### config.mk
export PLATFORM = sky130hd
export DESIGN_NAME = axis_thresh_irq
export DESIGN_NICKNAME = d
export VERILOG_FILES = /design/src/rtl/axis_irq_pkg.sv /design/src/rtl/axis_mag_cmp.sv /design/src/rtl/axis_evt_combine.sv /design/src/rtl/axis_dur_qual.sv /design/src/rtl/axis_src_reg.sv /design/src/rtl/axis_thresh_irq.sv
export SDC_FILE = /design/constraint.sdc
export NUM_CORES = 1
export LEC_CHECK = 0
export ABC_AREA = 1
export CAP_MARGIN = 20
export CELL_PAD_IN_SITES_DETAIL_PLACEMENT = 1
export CELL_PAD_IN_SITES_GLOBAL_PLACEMENT = 2
export CORE_ASPECT_RATIO = 1.2
export CORE_MARGIN = 4
export CORE_UTILIZATION = 23
export DETAILED_ROUTE_END_ITERATION = 10
export GPL_TIMING_DRIVEN = 0
export HOLD_SLACK_MARGIN = 0.15
export PLACE_DENSITY = 0.86
export SETUP_SLACK_MARGIN = 0.02
export SLEW_MARGIN = 30
export SYNTH_ARGS = -nofsm -noshare
export SYNTH_HDL_FRONTEND = slang
export SYNTH_HIERARCHICAL = 1
export SYNTH_SLANG_ARGS = --single-unit
export TNS_END_PERCENT = 1
### constraint.sdc
create_clock -name clk -period 3.5 [get_ports clk]
set_input_delay 0.35 -clock clk [delete_from_list [all_inputs] [get_ports clk]]
set_output_delay 0.35 -clock clk [all_outputs]
set_load 0.02 [all_outputs]
### src/rtl/axis_irq_pkg.sv
`timescale 1ns/1ps
package axis_irq_pkg;
  localparam int NUM_AXES = 3;
  localparam int EVT_W    = 2 * NUM_AXES;
  localparam int SRC_W    = 8;
  localparam int ACT_BIT  = EVT_W;
endpackage

### src/rtl/axis_mag_cmp.sv
`timescale 1ns/1ps
module axis_mag_cmp #(
  parameter int W = 16
) (
  input  logic signed [W-1:0] sample,
  input  logic        [W-1:0] thr,
  output logic                above,
  output logic                below
);
  localparam logic [W-1:0] ONE = W'(1);

  logic [W-1:0] raw;
  logic [W-1:0] mag;

  assign raw = sample;

  always_comb begin
    if (raw[W-1]) mag = (~raw) + ONE;
    else          mag = raw;
  end

  assign above = (mag > thr);
  assign below = ~above;
endmodule

### src/rtl/axis_evt_combine.sv
`timescale 1ns/1ps
module axis_evt_combine #(
  parameter int N = 6
) (
  input  logic [N-1:0] evt,
  input  logic [N-1:0] en,
  input  logic         and_mode,
  output logic         hit
);
  logic any_en;
  logic any_hit;
  logic all_hit;

  always_comb begin
    any_en  = |en;
    any_hit = |(evt & en);
    all_hit = &(evt | ~en);
    hit     = and_mode ? (any_en & all_hit) : any_hit;
  end
endmodule

### src/rtl/axis_dur_qual.sv
`timescale 1ns/1ps
module axis_dur_qual #(
  parameter int DUR_W = 7
) (
  input  logic             clk,
  input  logic             rst,
  input  logic             valid,
  input  logic             cond,
  input  logic [DUR_W-1:0] dur,
  input  logic             wait_en,
  output logic             act_nxt,
  output logic             act_q
);
  localparam logic [DUR_W-1:0] ONE = DUR_W'(1);

  logic [DUR_W-1:0] cnt_q;
  logic [DUR_W-1:0] cnt_nxt;

  always_comb begin
    act_nxt = act_q;
    cnt_nxt = cnt_q;
    if (valid) begin
      if (!act_q) begin
        if (!cond) begin
          cnt_nxt = '0;
        end else if (cnt_q >= dur) begin
          act_nxt = 1'b1;
          cnt_nxt = '0;
        end else begin
          cnt_nxt = cnt_q + ONE;
        end
      end else begin
        if (cond) begin
          cnt_nxt = '0;
        end else if (!wait_en || (cnt_q >= dur)) begin
          act_nxt = 1'b0;
          cnt_nxt = '0;
        end else begin
          cnt_nxt = cnt_q + ONE;
        end
      end
    end
  end

  always_ff @(posedge clk) begin
    if (rst) begin
      act_q <= 1'b0;
      cnt_q <= '0;
    end else begin
      act_q <= act_nxt;
      cnt_q <= cnt_nxt;
    end
  end
endmodule

### src/rtl/axis_src_reg.sv
`timescale 1ns/1ps
module axis_src_reg
  import axis_irq_pkg::*;
(
  input  logic             clk,
  input  logic             rst,
  input  logic             valid,
  input  logic             act_nxt,
  input  logic [EVT_W-1:0] evm,
  input  logic             latch_en,
  input  logic             rd,
  input  logic             active_low,
  output logic [SRC_W-1:0] src,
  output logic             irq_out
);
  localparam int PAD_W = SRC_W - EVT_W - 1;

  logic             ia_q, ia_nxt;
  logic [EVT_W-1:0] fl_q, fl_nxt;
  logic             irq_q;

  always_comb begin
    if (latch_en) begin
      ia_nxt = (ia_q & ~rd) | act_nxt;
      fl_nxt = (fl_q & {EVT_W{~rd}}) | ((valid & act_nxt) ? evm : '0);
    end else begin
      ia_nxt = act_nxt;
      fl_nxt = valid ? evm : fl_q;
    end
  end

  always_ff @(posedge clk) begin
    if (rst) begin
      ia_q  <= 1'b0;
      fl_q  <= '0;
      irq_q <= 1'b0;
    end else begin
      ia_q  <= ia_nxt;
      fl_q  <= fl_nxt;
      irq_q <= ia_nxt ^ active_low;
    end
  end

  assign src     = {{PAD_W{1'b0}}, ia_q, fl_q};
  assign irq_out = irq_q;
endmodule

### src/rtl/axis_thresh_irq.sv
`timescale 1ns/1ps
module axis_thresh_irq
  import axis_irq_pkg::*;
#(
  parameter int SAMPLE_W = 16,
  parameter int DUR_W    = 7
) (
  input  logic                       clk,
  input  logic                       rst,
  input  logic                       smp_valid,
  input  logic signed [SAMPLE_W-1:0] smp_x,
  input  logic signed [SAMPLE_W-1:0] smp_y,
  input  logic signed [SAMPLE_W-1:0] smp_z,
  input  logic        [SAMPLE_W-1:0] thr_x,
  input  logic        [SAMPLE_W-1:0] thr_y,
  input  logic        [SAMPLE_W-1:0] thr_z,
  input  logic        [EVT_W-1:0]    evt_en,
  input  logic                       and_mode,
  input  logic        [DUR_W-1:0]    dur,
  input  logic                       wait_en,
  input  logic                       latch_en,
  input  logic                       active_low,
  input  logic                       src_rd,
  output logic                       irq_out,
  output logic        [SRC_W-1:0]    src
);
  logic signed [SAMPLE_W-1:0] smp [NUM_AXES];
  logic        [SAMPLE_W-1:0] thr [NUM_AXES];
  logic [EVT_W-1:0] evt;
  logic [EVT_W-1:0] evm;
  logic             hit;
  logic             act_nxt;
  logic             act_q;

  assign smp[0] = smp_x;
  assign smp[1] = smp_y;
  assign smp[2] = smp_z;
  assign thr[0] = thr_x;
  assign thr[1] = thr_y;
  assign thr[2] = thr_z;

  for (genvar a = 0; a < NUM_AXES; a++) begin : g_axis
    axis_mag_cmp #(.W(SAMPLE_W)) i_cmp (
      .sample (smp[a]),
      .thr    (thr[a]),
      .above  (evt[2*a+1]),
      .below  (evt[2*a])
    );
  end

  assign evm = evt & evt_en;

  axis_evt_combine #(.N(EVT_W)) i_comb (
    .evt      (evt),
    .en       (evt_en),
    .and_mode (and_mode),
    .hit      (hit)
  );

  axis_dur_qual #(.DUR_W(DUR_W)) i_qual (
    .clk     (clk),
    .rst     (rst),
    .valid   (smp_valid),
    .cond    (hit),
    .dur     (dur),
    .wait_en (wait_en),
    .act_nxt (act_nxt),
    .act_q   (act_q)
  );

  axis_src_reg i_src (
    .clk        (clk),
    .rst        (rst),
    .valid      (smp_valid),
    .act_nxt    (act_nxt),
    .evm        (evm),
    .latch_en   (latch_en),
    .rd         (src_rd),
    .active_low (active_low),
    .src        (src),
    .irq_out    (irq_out)
  );
endmodule

==> results of run 1 <==
[registers in the layout, indices dropped and copies added, names as in the netlist]
| register | count |
|---|---|
| i_qual/act_q | 1 |
| i_qual/cnt_q | 7 |
| i_src/fl_q | 6 |
| i_src/ia_q | 1 |
| i_src/irq_out | 1 |
[layout by cell type (no fill, tap or decap), types with 18 or more instances in the layout]
cell type,n
a21oi_1,20
buf_4,30
clkdlybuf4s50_1,101
dlymetal6s2s_1,18
ha_1,48
inv_1,110
inv_2,18
nand2_1,135
nand2_2,46
nand3_1,27
nor2_1,43
nor2_2,23
xor2_1,24
[routing by layer]
layer | up-vias | global-route usage [%] | wire length [um]
li1 | 2202 | - | -
met1 | 1951 | 14.5 | 4740
met5 | - | 0 | 0
met3 | 22 | 2.27 | 618
met2 | 98 | 27.0 | 6930
met4 | 0 | 3.36 | 214
[Yosys cell counts, types with 3 or more instances]
cell type	n	area share (%)
buf_2	3	0.42
nor3_1	3	0.42
xor2_2	3	1.4
o21ai_0	10	1.4
nand2_4	6	1.9
nand3_1	33	4.6
nor2_1	72	7.6
nor2_2	8	1.4
inv_1	126	13
nand2_1	183	19
nand3b_1	3	0.63
xnor2_1	6	1.5
a21o_1	3	0.63
a21oi_1	35	4.9
ha_1	59	21
nand4_1	7	1.2
xor2_1	24	5.9
nand3_2	5	1.4
nand2_2	3	0.53
dfxtp_1	16	9.0
[cell type report]
class,count,area (um^2),area share (%)
Sequential cell,16,320,5.32
Buffer,6,41.3,0.686
Antenna cell,1,2.50,0.0416
Multi-Input combinational cell,468,3350,55.7
Clock buffer,4,88.8,1.48
Tap cell,204,255,4.24
Inverter,128,480,7.99
Timing Repair Buffer,150,1480,24.6
[per-stage QoR]
stage | cell area (um^2) | hold WS (ns)
2_1_floorplan | 3570 | 0.422
3_3_place_gp | 5060 | 0.457
3_5_place_dp | 5060 | 0.464
4_1_cts | 5400 | 0.475
5_1_grt | 6020 | 0.498
6_report | 6020 | 0.471
[final timing paths]
path | end | startpoint | depth (start not counted)
setup / recovery | i_src/fl_q[1] | smp_y[15] | 25
hold / removal | i_src/fl_q[5] | i_src/fl_q[5] | 2
setup reg to reg | i_src/fl_q[1] | i_qual/cnt_q[4] | 13
hold reg to reg | i_src/fl_q[5] | i_src/fl_q[5] | 2
[power breakdown]
part | internal, mW | switching, mW
sequential | 0.188 | 0.00439
combinational | 0.325 | 0.340
clock | 0.174 | 0.0740
total | 0.687 | 0.419
[timing repair]
action | in CTS | in global routing
setup buffers | 10 | 16
pin swaps | 21 | 88
resized for setup | 53 | 145
endpoints found under the setup margin | 15 | 16
[cell families after synthesis]
| kind of cell | synth area share, % |
|---|---|
| simple gates | 39.6 |
| compound gates | 7.19 |
| flops | 8.98 |
| xor+xnor | 8.73 |
| buf+inv | 14.4 |
| mux | 0.281 |
| fa+ha+maj | 20.7 |
| other cells | 0.105 |
[worst max-delay path: stages]
cell	delay (ns)
clkdlybuf4s50_1	0.58
buf_4	0.23
nand2_1	0.09
xor2_1	0.16
ha_1	0.30
nand2_1	0.09
nor2_4	0.12
nand4_1	0.13
nor2_2	0.14
buf_4	0.13
a21oi_4	0.03
nand2_1	0.07
nand2_1	0.06
nor2_1	0.09
nand2_1	0.07
nand2_2	0.08
nand2_4	0.06
nor2_2	0.11
nand2_1	0.08
nand2_2	0.08
inv_2	0.05
nand2_2	0.07
nand2_4	0.09
nand3_1	0.10
a21oi_2	0.06
==> impl_results.md, run 1 <==
* Outcome: finished clean
* Synthesis-to-layout area growth at 68.6%
* Initial core utilization at 23.7%
* Final Hold Fails at 0
* Final Util at 39.9%
* Total number of vias at 4273
* First-pass GRT wire length at 20000 um
* CTS buffer count at 3
* Minimum clock period at 3.28 ns
* Largest net degree at the start of global routing at 11
* IO Port Bufs at 124
* Reg2Reg Setup Slack at 1.60 ns
* Static Leak at 3.11 nW
* Vias/cell at 4.37
* Total congestion overflow at 0
* Skew-Pair Late Insertion Delay at 0.25 ns
* Crit Path Max Fanout at 10
* # DRC at 0
* Startpoint Class: input pin
* Total track usage at 13.5%
* HPWL Detailed at 10300 um
* Vias in the first global route at 4620
* Count of cell types in the netlist at 27
* Core ar. at 15100 um^2
* Hold crit path type: reg2reg
* Crit path required time at 3.62 ns
* Peak supply drop at 0.138 mV
* Crit Path Class: in2reg
* Hold_buf cts at 0
* CTS tree: built
* Post-synthesis sequential area ratio at 8.98%
* Final setup vio count at 0
* Fmax at 305 MHz
* Die H at 144 um
* Netlist Area Pre-Place at 3570 um^2
* Most used flip-flop cell after synthesis: dfxtp_1
* Drt wl/cell at 12.8 um
* Post-route insts no fill at 977
* Layout Nets at 949
* Total power at 1.11 mW
* Slew Limit Fails at 0
* Clock Skews at 0.000910 ns
* Max clock buf depth at 2
* Setup TNS at 0 ns
* Initial antenna violation count at 1
* DP Cell Count at 946
* Async S/R FF share, synth at 0%
* Crit share post-route at 93.8%
* Pre-CTS setup slack at -0.519 ns
* Root buf cell: clkbuf_16
* CP endpoint kind: flop
* Die X at 122 um
* Die area at 17600 um^2
* Fill cells at 1956
* Critical Path AT at 3.40 ns
* IO Count at 126
* Site row count at 49
* Flops & latches, synth at 16
* Yosys Warn Count at 6
* Share of layout cells above drive strength 1 at 25.8%
* EDFF count, synth at 0
* Final WS setup at 0.218 ns
* Synthesized Nets at 794
* Routability cong. at 0.866
* Reg clk slew, reported paths at 0.05 ns
* Max cap viols at 0
* Sink Count at 16
* DRT Pass-1 Iters at 4
* # H-tree levels at 1
* DRT Wirelength at 12500 um
* Avg Cell Area, Syn at 5.77 um^2
* Number of nets with antenna violations after routing at 0
* Post-Synthesis Cells at 618
* Pwr/cell area at 184 nW/um^2
* Iteration-0 DRC count of the detailed router at 58
Note: power is estimated with default switching activity, not from simulation.
==> run 2: changes to the inputs <==
Settings changed: CTS_CLUSTER_SIZE from default to 12.
==> results of run 2 <==
Same layout as run 1: the final DEF is identical, and so are final timing and power.
==> run 3: changes to the inputs <==
Settings changed: CTS_CLUSTER_DIAMETER from default to 100.
==> results of run 3 <==
Same layout as run 1: the final DEF is identical, and so are final timing and power.
